$ cat config.mk
export PLATFORM = sky130hd
export DESIGN_NAME = sc_stream_core
export DESIGN_NICKNAME = d
export VERILOG_FILES = /design/src/rtl/sc_cipher_pkg.sv /design/src/rtl/sc_filter.sv /design/src/rtl/sc_ctrl.sv /design/src/rtl/sc_datapath.sv /design/src/rtl/sc_stream_core.sv
export SDC_FILE = /design/constraint.sdc
export NUM_CORES = 1
export LEC_CHECK = 0
export ABC_AREA = 1
export BUFFER_PORTS_ARGS = -buffer_cell sky130_fd_sc_hd__clkbuf_2
export CORE_MARGIN = 2
export CORE_UTILIZATION = 54
export DETAILED_ROUTE_END_ITERATION = 16
export GPL_ROUTABILITY_DRIVEN = 0
export PLACE_DENSITY = 0.85
export SLEW_MARGIN = 5
export SYNTH_ARGS = -nofsm -noshare
export SYNTH_HDL_FRONTEND = slang
export SYNTH_HIERARCHICAL = 1
export SYNTH_SLANG_ARGS = --single-unit
$ cat constraint.sdc
create_clock -name clk_i -period 2.75 [get_ports clk_i]
set_clock_uncertainty 0.05 [all_clocks]
set_input_delay 0.1375 -clock clk_i [delete_from_list [all_inputs] [get_ports clk_i]]
set_output_delay 0.1375 -clock clk_i [all_outputs]
set_load 0.01 [all_outputs]
$ cat src/rtl/sc_cipher_pkg.sv
package sc_cipher_pkg;
  localparam int unsigned STATE_W   = 48;
  localparam int unsigned ID_W      = 32;
  localparam int unsigned KEY_W     = 48;
  localparam int unsigned IV_W      = 32;
  localparam int unsigned LO_KEY_W  = STATE_W - ID_W;
  localparam int unsigned HI_KEY_W  = KEY_W - LO_KEY_W;
  localparam int unsigned SETUP_CYC = IV_W;
  localparam int unsigned CNT_W     = $clog2(SETUP_CYC);

  localparam int unsigned N_SUB = 5;
  localparam int unsigned SUB_W = 4;
  localparam logic [(1<<SUB_W)-1:0] FA_TT = 16'h2C79;
  localparam logic [(1<<SUB_W)-1:0] FB_TT = 16'h6671;
  localparam logic [(1<<N_SUB)-1:0] FC_TT = 32'h7907287B;
  localparam logic [N_SUB-1:0] SUB_USES_FA = 5'b10001;
  // tap j of group g at index g*SUB_W+j, j=0 is index LSB
  localparam int unsigned SUB_TAP [N_SUB*SUB_W] = '{
    1, 2, 4, 5,   8, 12, 14, 15,   17, 21, 23, 26,
    28, 29, 31, 33,   34, 43, 44, 46};
  localparam logic [STATE_W-1:0] RUN_FB_MASK = 48'hCE00_44C1_01CD;

  typedef enum logic [1:0] {PH_IDLE, PH_SETUP, PH_RUN} phase_e;
endpackage

$ cat src/rtl/sc_filter.sv
module sc_filter
  import sc_cipher_pkg::*;
(
  input  logic [STATE_W-1:0] state_i,
  output logic               fc_o
);
  logic [N_SUB-1:0] sub;

  for (genvar g = 0; g < N_SUB; g++) begin : g_sub
    logic [SUB_W-1:0] idx;
    for (genvar j = 0; j < SUB_W; j++) begin : g_tap
      assign idx[j] = state_i[SUB_TAP[g*SUB_W+j]];
    end
    if (SUB_USES_FA[g]) begin : g_fa
      assign sub[g] = FA_TT[idx];
    end else begin : g_fb
      assign sub[g] = FB_TT[idx];
    end
  end

  assign fc_o = FC_TT[sub];
endmodule

$ cat src/rtl/sc_ctrl.sv
module sc_ctrl
  import sc_cipher_pkg::*;
(
  input  logic clk_i,
  input  logic rst_ni,
  input  logic start_i,
  output logic setup_o,
  output logic run_o
);
  phase_e           phase_q;
  logic [CNT_W-1:0] cnt_q;

  always_ff @(posedge clk_i or negedge rst_ni) begin
    if (!rst_ni) begin
      phase_q <= PH_IDLE;
      cnt_q   <= '0;
    end else if (start_i) begin
      phase_q <= PH_SETUP;
      cnt_q   <= '0;
    end else if (phase_q == PH_SETUP) begin
      cnt_q <= cnt_q + 1'b1;
      if (cnt_q == CNT_W'(SETUP_CYC - 1)) phase_q <= PH_RUN;
    end
  end

  assign setup_o = (phase_q == PH_SETUP);
  assign run_o   = (phase_q == PH_RUN);
endmodule

$ cat src/rtl/sc_datapath.sv
module sc_datapath
  import sc_cipher_pkg::*;
(
  input  logic                clk_i,
  input  logic                rst_ni,
  input  logic                load_i,
  input  logic                setup_i,
  input  logic                adv_i,
  input  logic [KEY_W-1:0]    key_i,
  input  logic [ID_W-1:0]     serial_i,
  input  logic [IV_W-1:0]     iv_i,
  output logic                fc_o,
  output logic [IV_W-1:0]     enc_iv_o
);
  logic [STATE_W-1:0]  st_q;
  logic [HI_KEY_W-1:0] khi_q;
  logic [IV_W-1:0]     ivx_q;   // holds IV, shifted out as masked IV fills in
  logic                fc, setup_fb, run_fb;

  sc_filter i_filter (.state_i(st_q), .fc_o(fc));

  assign setup_fb = fc ^ ivx_q[0] ^ khi_q[0];
  assign run_fb   = ^(st_q & RUN_FB_MASK);

  always_ff @(posedge clk_i or negedge rst_ni) begin
    if (!rst_ni) begin
      st_q  <= '0;
      khi_q <= '0;
      ivx_q <= '0;
    end else if (load_i) begin
      st_q  <= {key_i[LO_KEY_W-1:0], serial_i};
      khi_q <= key_i[KEY_W-1:LO_KEY_W];
      ivx_q <= iv_i;
    end else if (setup_i) begin
      st_q  <= {setup_fb, st_q[STATE_W-1:1]};
      khi_q <= {1'b0, khi_q[HI_KEY_W-1:1]};
      ivx_q <= {fc ^ ivx_q[0], ivx_q[IV_W-1:1]};
    end else if (adv_i) begin
      st_q  <= {run_fb, st_q[STATE_W-1:1]};
    end
  end

  assign fc_o     = fc;
  assign enc_iv_o = ivx_q;
endmodule

$ cat src/rtl/sc_stream_core.sv
module sc_stream_core
  import sc_cipher_pkg::*;
(
  input  logic             clk_i,
  input  logic             rst_ni,
  input  logic             start_i,
  input  logic [KEY_W-1:0] key_i,
  input  logic [ID_W-1:0]  serial_i,
  input  logic [IV_W-1:0]  iv_i,
  input  logic             enable_i,
  output logic             ks_bit_o,
  output logic             ks_valid_o,
  output logic             ready_o,
  output logic [IV_W-1:0]  enc_iv_o
);
  logic setup, run, fc;

  sc_ctrl i_ctrl (
    .clk_i   (clk_i),
    .rst_ni  (rst_ni),
    .start_i (start_i),
    .setup_o (setup),
    .run_o   (run)
  );

  sc_datapath i_dp (
    .clk_i    (clk_i),
    .rst_ni   (rst_ni),
    .load_i   (start_i),
    .setup_i  (setup),
    .adv_i    (run & enable_i),
    .key_i    (key_i),
    .serial_i (serial_i),
    .iv_i     (iv_i),
    .fc_o     (fc),
    .enc_iv_o (enc_iv_o)
  );

  assign ks_bit_o   = run & fc;
  assign ks_valid_o = run;
  assign ready_o    = ~setup;
endmodule

==> results of run 1 <==
[cell families after synthesis]
| kind of cell | Yosys count | share of synthesized area (%) |
|---|---|---|
| AOI/OAI and AO/OA | 219 | 24.1 |
| buffers and inverters | 159 | 10.5 |
| adders and majority gates | 16 | 3.13 |
| DFF | 119 | 46.6 |
| and+or+nand+nor | 232 | 15.0 |
| xor gates and xnor gates | 5 | 0.686 |
[path summary, 6_finish.rpt]
path	endpoint	cells past startpoint	slack (ns)
worst max-delay path	ks_bit_o	14	0.16
worst min-delay path	i_dp/st_q[47]	6	0.07
worst max register to register	i_dp/st_q[47]	17	0.25
worst min register to register	i_dp/khi_q[28]	2	0.47
max in group asynchronous	i_dp/st_q[14]	3	1.64
min in group asynchronous	i_dp/st_q[19]	2	0.27
[what timing repair did]
| item | 4_1_cts | 5_1_grt |
|---|---|---|
| hold buffers | 112 | 0 |
| buffers inserted | 0 | 3 |
| setup endpoints to repair | 0 | 2 |
| resized for setup | 0 | 6 |
| hold endpoints to repair | 157 | 0 |
[per-stage QoR]
step | total power [mW] | utilization [%] | setup TNS [ns] | instances
2_1_floorplan | 2.58 | - | 0 | 750
3_3_place_gp | 2.86 | 62.7 | 0 | 1007
3_5_place_dp | 2.89 | 62.7 | 0 | 1007
4_1_cts | 4.92 | 76.7 | 0 | 1147
5_1_grt | 5.20 | 77.0 | -0.0123 | 1151
6_report | 4.95 | 77.0 | 0 | 1151
[cells in the mapped netlist, types with 2 or more instances]
cell,n
o22ai_1,29
o21ai_1,45
nand2_2,5
xnor2_1,3
clkbuf_1,21
buf_6,7
or2_0,2
o21ai_0,31
buf_2,10
inv_2,3
dfrtp_1,119
o211ai_2,40
nor2_1,53
ha_1,16
buf_1,4
inv_1,109
buf_4,2
o221ai_1,2
a21oi_1,31
nand2_1,143
nand3_1,23
xor2_1,2
a22oi_1,30
o211ai_1,5
a31oi_1,4
[layout make-up]
cell class,count,area (µm²)
Sequential cell,119,2980
Multi-Input combinational cell,472,2740
Fill cell,707,2630
Tap cell,143,179
Timing Repair Buffer,273,2000
Clock inverter,5,27.5
Antenna cell,1,2.50
Clock buffer,23,468
Inverter,115,439
[registers in the layout, indices dropped and copies added, names as in the netlist]
register and cells:
i_dp/st_q 48, i_dp/enc_iv_o 32, i_dp/khi_q 32, i_ctrl/phase_q 2, i_ctrl/cnt_q 5
[metal layers]
metal,global-route usage [%],vias up
met4,11.1,0
met5,0,-
li1,-,2980
met1,35.2,2922
met2,52.5,314
met3,8.89,44
[critical path: stages, from the launching register on]
cell and delay, ns:
dfrtp_1 0.40, ha_1 0.29, or2_0 0.21, nand2_1 0.08, nand2_2 0.07, ha_1 0.28, nand3b_1 0.15, nand2_1 0.06
inv_1 0.03, nand2_1 0.06, nand2_2 0.06, inv_2 0.06, nand2_1 0.05, inv_1 0.08, buf_6 0.11
[power by group]
part           total (mW)  internal [mW]  leakage [nW]  switching (mW)
Combinational       0.999          0.458          2.97           0.541
Clock                1.91           1.17         0.244           0.741
Sequential           2.04           1.92          1.38           0.124
Total                4.95           3.55          4.59            1.41
==> impl_results.md, run 1 <==
* Status: finished, final reports clean
* Initial core utilization at a little under three fifths
* DP Area at slightly above 7000 µm²
* Max Slew Vio Count at 0
* Critical path type: register to output pin
* Remaining routing DRC violations at 0
* Input/output buffers at 150
* Post-DRT Antenna Nets at 0
* FF-to-FF Start: i_dp/st_q[1]
* DRT iter0 DRCs at about 450
* Area grow syn2layout at 38.3%
* DRT met1 WL at 7300 µm
* Syn Area/Cell at around 8.5 µm²
* Setup crit start: i_dp/st_q[1]
* Yosys top cell area share at a little under half
* Top Metal Used: met4
* CP required at 2.56 ns
* Hold crit path type: primary input to register
* First-pass GRT wire length at between 30000 and 40000 µm
* Crit end category: output pin
* Synth cell types at 36
* Initial antenna violation count at 1
* Synthesized instance count at between 700 and 800
* Dpl ws at 0.158 ns
* Crit path max fanout at 3
* Synth area leader: dfrtp_1
* Final hold vios at 0
* Ranking of synthesized cells by area: dfrtp_1 47%, nand2_1 8.4%, o211ai_2 7.8%, inv_1 6.4%, a22oi_1 3.5%
* Worst Tran Pin Value at 0.660 ns
* Ys flop type: dfrtp_1
* Worst Min Path Start: enable_i
* Grt total ovfl at 0
* Wire per inst at 16.3 µm
* Chip width at 113 µm
* Initial DRT Pass Iterations at 5
* TritonCTS Buffers at 17
* Clk sink count at 119
* Register bit total from synthesis at 119
* Dpl hpwl at between 9000 and 10000 µm
* CTS root buf: clkbuf_16
* Fmax at 0.386 GHz
* Layout cell share with drive strength beyond 1 at 24.0%
* Mapped Area at roughly 6400 µm²
* Most common cell after layout, fill and taps aside: clkbuf_2
* Core Region at 11500 µm²
* Clock buffer depth at 2
* Clock Latency Late Sink at 0.40 ns
* Maximum vdd drop at 0.000624 V
* Most frequent cells in the layout: 148 x clkbuf_2, 142 x nand2_1, 119 x dfrtp_1
* Max-cap violations at 0
* Post-synth EDFFs at 0
* Die height at 113 µm
* Cell area after layout at 8830 µm²
* WL met2 at 9380 µm
* IO Count at 151
* Tmin final at 2.59 ns
* Final setup viols at 0
* Rel. slew slack at 56.0%
* Yosys warnings at 6
* Kind of start point of the critical path: register
* Clock Pin Slew Worst Setup and Hold Paths at ~0.050 ns
* Gr usage total at 30.1%
* Leakage at 4.59 nW
* Number of cell rows at 39
* Hold WS at 0.0652 ns
* CP Data Arrival Time at 2.40 ns
* Tcrit/Tclk final at 94.3%
* Vias in the first global route at 6358
* Layout net count at 1130
* Largest net degree at the start of global routing at 122
* H-tree Lvls at 4
* Power per cell area at 560 nW/µm²
* Register area share after synthesis at 46.6%
* Async set-reset flop share out of synthesis at 100%
* Via count at 6260
* Met3 routed WL at 1580 µm
* Via density at 5.44
* Post-synth net total at roughly 880
* Die area at 12700 µm²
* Drt total wl at roughly 19000 µm
* CTS tree: built
* Final worst setup slack at 0.158 ns
(Power assumes the default switching activity.)
==> run 2, diff against run 1 <==
- PLACE_DENSITY: 0.85 -> 0.86
- SYNTH_HIERARCHICAL: 1 -> not set
==> run 2 against run 1 <==
Effect of this change: via count fell by 1.5%; core utilization rose by 2.3 points; synthesized cell count fell by 4.7%.
==> impl_results.md, run 2 <==
* Async set-reset flop share out of synthesis at 100% (unchanged)
* DRT iter0 DRCs at 438 (-3.1%)
* Crit-path slowest cell: dfrtp_1
* CP Data Arrival Time at 2.38 ns (-0.02 ns)
* Final hold vios at 0 (unchanged)
* Clock buffer depth at 2 (unchanged)
* Die height at 110 µm (-2.3%)
* Hold WS at 0.00378 ns (-0.0614 ns)
* Synthesized instance count at 715 (-4.7%)
* Synth cell types at 30 (-17%)
* Placed Instances at 970 (-3.7%)
* Tcrit/Tclk final at 93.5% (-0.74 points)
* Final core occ at 79.4% (+2.3 points)
* Layout cell share with drive strength beyond 1 at 21.6% (-2.5 points)
* Synth area leader: dfrtp_1
* Register bit total from synthesis at 119 (unchanged)
* Worst Min Path Start: serial_i[19]
* Input/output buffers at 150 (unchanged)
* Worst Tran Pin Value at 0.653 ns (-0.00683 ns)
* FF-to-FF setup slack at 0.46 ns (+0.21 ns)
* Clock network fraction of design power at 43.0% (+4.4 points)
* Via density at 5.50 (+1.2%)
* Count leader, synth: nand2_1
* Tmin final at 2.57 ns (-0.0202 ns)
* Crit end category: output pin
* Via count at 6168 (-1.5%)
* Fmax at 0.389 GHz (+0.79%)
* Wire per inst at 16.7 µm (+2.6%)
* Clk sink count at 119 (unchanged)
* Cell area after layout at 8680 µm² (-1.8%)
* Layout net count at 1098 (-2.8%)
* CTS tree: built
* Rel. slew slack at 56.5% (+0.46 points)
* Reg area at 2980 µm² (unchanged)
* Max-cap violations at 0 (unchanged)
* Post-DRT Antenna Nets at 0 (unchanged)
* Hold crit path type: primary input to register
* Status: finished, final reports clean
* Switching power at 1.51 mW (+7.5%)
* Total chip power at 5.31 mW (+7.2%)
* Crit path max fanout at 3 (unchanged)
* Vias in the first global route at 6333 (-0.39%)
* Ranking of synthesized cells by area: dfrtp_1 49%, nand2_1 10%, inv_1 7.3%, o211ai_1 6.4%, o221ai_1 6.3%
* Post-synth net total at 847 (-4.0%)
* Core Region at 10900 µm² (-4.6%)
* Cell chain of the critical path: ha_1 > nand2_1 > o21ai_0 > o21ai_1 > ha_1 > nand3b_1 > nand3_1 > nand2_4 > nor3_2 > buf_2
* Maximum vdd drop at 0.000454 V (-27%)
* Clock Latency Late Sink at 0.41 ns (about the same)
* Initial DRT Pass Iterations at 7 (+2)
* Register area share after synthesis at 48.9% (+2.3 points)
* Gr usage total at 32.2% (+2.1 points)
* Remaining routing DRC violations at 0 (unchanged)
* Crit-path most repeated cell: ha_1
* Max Slew Vio Count at 0 (unchanged)
* CP required at 2.56 ns (about the same)
* Clock Pin Slew Worst Setup and Hold Paths at 0.06 ns (about the same)
* Setup TNS Final at 0 ns (unchanged)
* Setup crit start: i_dp.st_q[8]
* FF-to-FF Start: i_dp.st_q[8]
* Dpl ws at 0.442 ns (+0.284 ns)
* Yosys top cell area share at 48.9% (+2.3 points)
* Initial core utilization at 55.7% (about the same)
* Leakage at 4.43 nW (-3.5%)
* Pint at 3.80 mW (+7.0%)
* Most flop-heavy register: i_dp.st_q
* Power per cell area at 612 nW/µm² (+9.1%)
* Worst path max stage delay at 0.40 ns (about the same)
* Die area at 12100 µm² (-4.5%)
* Post-synth top cells: 170 x nand2_1, 119 x dfrtp_1, 119 x inv_1, 52 x o211ai_1, 44 x o221ai_1
* Final worst setup slack at 0.178 ns (+0.0202 ns)
* TritonCTS Buffers at 17 (unchanged)
* Drt total wl at 18800 µm (about the same)
* Multi-input gate area at 2450 µm² (-11%)
* Final setup viols at 0 (unchanged)
* Layout Cells excl Fill at 1121 (-2.6%)
* Initial antenna violation count at 2 (+1)
* Grt total ovfl at 0 (unchanged)
* Post-synth EDFFs at 0 (unchanged)
* CTS root buf: clkbuf_16
* Kind of start point of the critical path: register
* Ys flop type: dfrtp_1
* Dpl hpwl at 9860 µm (-0.35%)
* Yosys warnings at 0 (-6)
* Most frequent cells in the layout: 169 x nand2_1, 148 x clkbuf_2, 119 x dfrtp_1
* Number of cell rows at 38 (-2.6%)
* Critical path type: register to output pin
* Most common cell after layout, fill and taps aside: nand2_1
* Chip width at 110 µm (-2.3%)
* H-tree Lvls at 4 (unchanged)
* Filler instances at 672 (-5.0%)
* Mapped Area at 6090 µm² (-4.7%)
* Flip-flop count of the largest register after layout at 48 (unchanged)
* Sw Share at 28.5% (+0.087 points)
* Syn Area/Cell at 8.52 µm² (about the same)
* Area grow syn2layout at 42.5%
* Flop pwr share at 38.0% (-3.2 points)
* IO Count at 151 (unchanged)
* DP Area at 6900 µm² (-3.9%)
* First-pass GRT wire length at 29900 µm (-1.4%)
* Largest net degree at the start of global routing at 120 (-1.6%)
* Logic gate share of total power at 19.0% (-1.2 points)
## run 2: per-layer routing
layer | track usage, % | routed length, µm | vias up
met1 | 36.3 | 7130 | 2866
met3 | 9.41 | 1400 | 71
met4 | 14.5 | 693 | 0
met2 | 56.4 | 9540 | 336
met5 | 0 | 0 | -
li1 | - | - | 2895
## run 2: path summary, 6_finish.rpt
| kind | endpoint | cells past startpoint |
|---|---|---|
| setup / recovery | ks_bit_o | 10 |
| hold / removal | i_dp.st_q[19] | 3 |
| setup reg to reg | i_dp.st_q[47] | 19 |
| hold reg to reg | i_ctrl.cnt_q[4] | 2 |
| max in group asynchronous | i_dp.st_q[3] | 3 |
| min in group asynchronous | i_dp.st_q[18] | 3 |
## run 2: cell type report
class,instances,area share [%]
clock buffers,18,4.95
multi-input cells,430,28.3
repair buffers,274,23.1
clock inverters,14,1.98
diodes,2,0.0577
flip-flops and latches,119,34.3
well taps,140,2.02
inverters,124,5.36
## run 2: power groups by stage
stage                     logic [mW]  registers (mW)  clock network [mW]
after floorplan                0.505            2.03                   0
after global placement         0.783            2.03                   0
after detailed placement       0.811            2.03                   0
after CTS                      0.948            2.01                2.28
after global routing            1.13            2.03                2.39
final                           1.01            2.02                2.28
## run 2: logic make-up after synthesis
kind of cell | share of synthesized area [%]
buffers and inverters | 11.1
XOR/XNOR | 1.29
AO/OA/AOI/OAI | 19.8
AND/OR/NAND/NOR | 15.7
flip-flops | 48.9
adder cells (fa/ha/maj) | 3.29
## run 2: worst max-delay path: cells and delay by family, from the launching register on
kind,cells,cell delay (ns)
compound gates,2,0.31
fa+ha+maj,2,0.50
buf+inv,1,0.15
flops,1,0.40
simple gates,5,0.63
## run 2: timing repair
item	4_1_cts	5_1_grt
setup endpoints to repair	0	1
hold buffers	112	0
resized for setup	0	6
hold endpoints to repair	230	0
buffers inserted	0	5
==> run 3, diff against run 2 <==
- CORE_UTILIZATION: 54 -> 58
- HOLD_SLACK_MARGIN: not set -> 0.06
- PLACE_DENSITY: 0.86 -> 0.91
- clock period: 2.75 -> 3.2 ns (I/O delays scaled with it)
==> run 3 against run 2 <==
Effect of this change: clock power is 8% lower; via count is 4.7% higher; non-clock buffer count stayed put; die area is 6.7% lower; count of clock-buffer cells in the layout stayed put.
==> impl_results.md, run 3 (synthesized netlist as in run 2, its figures left out) <==
* Post-DRT Antenna Nets at 0 (unchanged)
* Worst Path Buf+Inv at 4 (+3)
* Final core occ at 84.6% (+5.3 points)
* Placed Instances at 967 (-0.31%)
* First-pass GRT wire length at 32600 µm (+9.2%)
* Rel. slew slack at 31.0% (-25 points)
* Final setup viols at 0 (unchanged)
* Remaining routing DRC violations at 0 (unchanged)
* Layout Cells excl Fill at 1115 (-0.54%)
* Drt total wl at 20500 µm (+9.0%)
* RSZ-0062 raised after global routing: no
* Wire per inst at 18.3 µm (+9.6%)
* DP Area at 6900 µm² (about the same)
* Number of diodes at 0 (-2)
* IO Count at 151 (unchanged)
* Most common cell after layout, fill and taps aside: nand2_1
* Setup TNS Final at 0 ns (unchanged)
* Area grow syn2layout at 42.8%
* CTS root buf: clkbuf_8
* CTS resizes at 0 (unchanged)
* Crit-path slowest cell: dlygate4sd3_1
* Via density at 5.79 (+5.2%)
* Cell chain of the critical path: inv_1 > ha_1 > nand2_1 > o21ai_0 > ha_1 > inv_1 > nand3_1 > nand2_1 > inv_1 > nand2_1 > nand2_1 > nand2_1 > nand2_2 > nand2_1 > nand3_1 > nand3_1 > nand2_1 > nand2_1 > nand2_1 > dlygate4sd3_1
* Dpl hpwl at 9910 µm (+0.59%)
* Status: finished, final reports clean
* Maximum vdd drop at 0.000377 V (-17%)
* Leakage at 4.45 nW (+0.40%)
* Tcrit/Tclk final at 90.2%
* Die height at 106 µm (-3.4%)
* Crit-path most repeated cell: nand2_1
* Critical path type: register to register
* Hold crit path type: primary input to async pin
* Most flop-heavy register: i_dp.st_q
* Initial antenna violation count at 0 (-2)
* DRT iter0 DRCs at 598 (+37%)
* TritonCTS Buffers at 17 (unchanged)
* CTS tree: built
* Largest net degree at the start of global routing at 110 (-8.3%)
* Most frequent cells in the layout: 170 x nand2_1, 149 x clkbuf_2, 119 x dfrtp_1
* Die area at 11300 µm² (-6.7%)
* Gr usage total at 37.1% (+4.9 points)
* Chip width at 106 µm (-3.4%)
* Vias in the first global route at 6701 (+5.8%)
* Clock buffer depth at 2 (unchanged)
* Initial DRT Pass Iterations at 6 (-1)
* H-tree Lvls at 4 (unchanged)
* Worst path max stage delay at 0.55 ns (+0.15 ns)
* Postcts setup bufs at 0 (unchanged)
* Crit end category: register
* Grt total ovfl at 0 (unchanged)
* Flip-flop count of the largest register after layout at 48 (unchanged)
* CP Data Arrival Time at 3.23 ns (+0.85 ns)
* Final hold vios at 0 (unchanged)
* Fmax at ~0.35 GHz
* Total chip power at 4.72 mW (-11%)
* Cell area after layout at 8700 µm² (+0.20%)
* Kind of start point of the critical path: register
* Max-cap violations at 0 (unchanged)
* Max Slew Vio Count at 0 (unchanged)
* Worst Tran Pin Value at 1.03 ns (+0.382 ns)
* Via count at 6457 (+4.7%)
* Clock Pin Slew Worst Setup and Hold Paths at 0.06 ns (about the same)
* Crit path max fanout at 4 (+1)
* CTS Hold Bufs at 116 (+3.6%)
* Layout cell share with drive strength beyond 1 at 20.8% (-0.72 points)
* Layout net count at 1098 (unchanged)
* CP required at 3.55 ns (+0.99 ns)
* Number of cell rows at 37 (-2.6%)
* Core Region at 10300 µm² (-6.0%)
* Input/output buffers at 150 (unchanged)
* Clk sink count at 119 (unchanged)
* Initial core utilization at 59.3% (+3.6 points)
* Critical path's top delay family: simple AND/OR/NAND/NOR gates
* Tmin final at 2.89 ns
* Clock Latency Late Sink at 0.52 ns (+0.11 ns)
* Power per cell area at 543 nW/µm² (-11%)
run 3: worst reg2reg max path, stage by stage, from the launching register on:
cell and delay, ns:
dfrtp_1 0.42, inv_1 0.12, ha_1 0.30, nand2_1 0.10, o21ai_0 0.13, ha_1 0.20, inv_1 0.06, nand3_1 0.07
nand2_1 0.06, inv_1 0.04, nand2_1 0.05, nand2_1 0.05, nand2_1 0.12, nand2_2 0.09, nand2_1 0.09, nand3_1 0.07
nand3_1 0.07, nand2_1 0.05, nand2_1 0.05, nand2_1 0.04, dlygate4sd3_1 0.55
run 3: worst paths after layout:
path                                from  slack [ns]           endpoint  cells past startpoint
setup / recovery            i_dp.st_q[8]        0.31      i_dp.st_q[47]                     20
hold / removal                    rst_ni        0.27      i_dp.st_q[19]                      2
setup reg to reg            i_dp.st_q[8]        0.31      i_dp.st_q[47]                     20
hold reg to reg            i_dp.st_q[25]        0.47      i_dp.st_q[25]                      2
max in group asynchronous         rst_ni        2.02      i_dp.st_q[29]                      3
min in group clk_i              iv_i[27]        0.35  i_dp.enc_iv_o[27]                      4
run 3: cell type report:
cell class,count,area (µm²)
tap,136,170
timing repair buffer,274,2010
clock buffer,18,418
inverter,124,465
fill,519,1580
clock inverter,14,213
multi-input combinational,430,2440
sequential,119,2980
run 3: metrics by stage:
stage                     setup slack (ns)  hold WS [ns]
after global placement                1.02         0.301
after detailed placement             0.934         0.307
final                                0.312         0.275
after CTS                            0.345         0.301
after global routing                0.0209         0.347
after floorplan                       1.15        -0.186
run 3: layer usage:
metal | GRT usage [%] | vias to the layer above | part of all wire [%]
met2 | 63.7 | 448 | 49
met1 | 43.0 | 3012 | 37
met3 | 10.6 | 109 | 9.6
met4 | 17.1 | 0 | 4.8
li1 | - | 2888 | -
met5 | 0 | - | 0
run 3: where the power goes:
part	switching (mW)	internal, mW	leakage, nW
Clock	0.807	1.30	0.310
Sequential	0.0970	1.64	1.41
Combinational	0.498	0.379	2.73
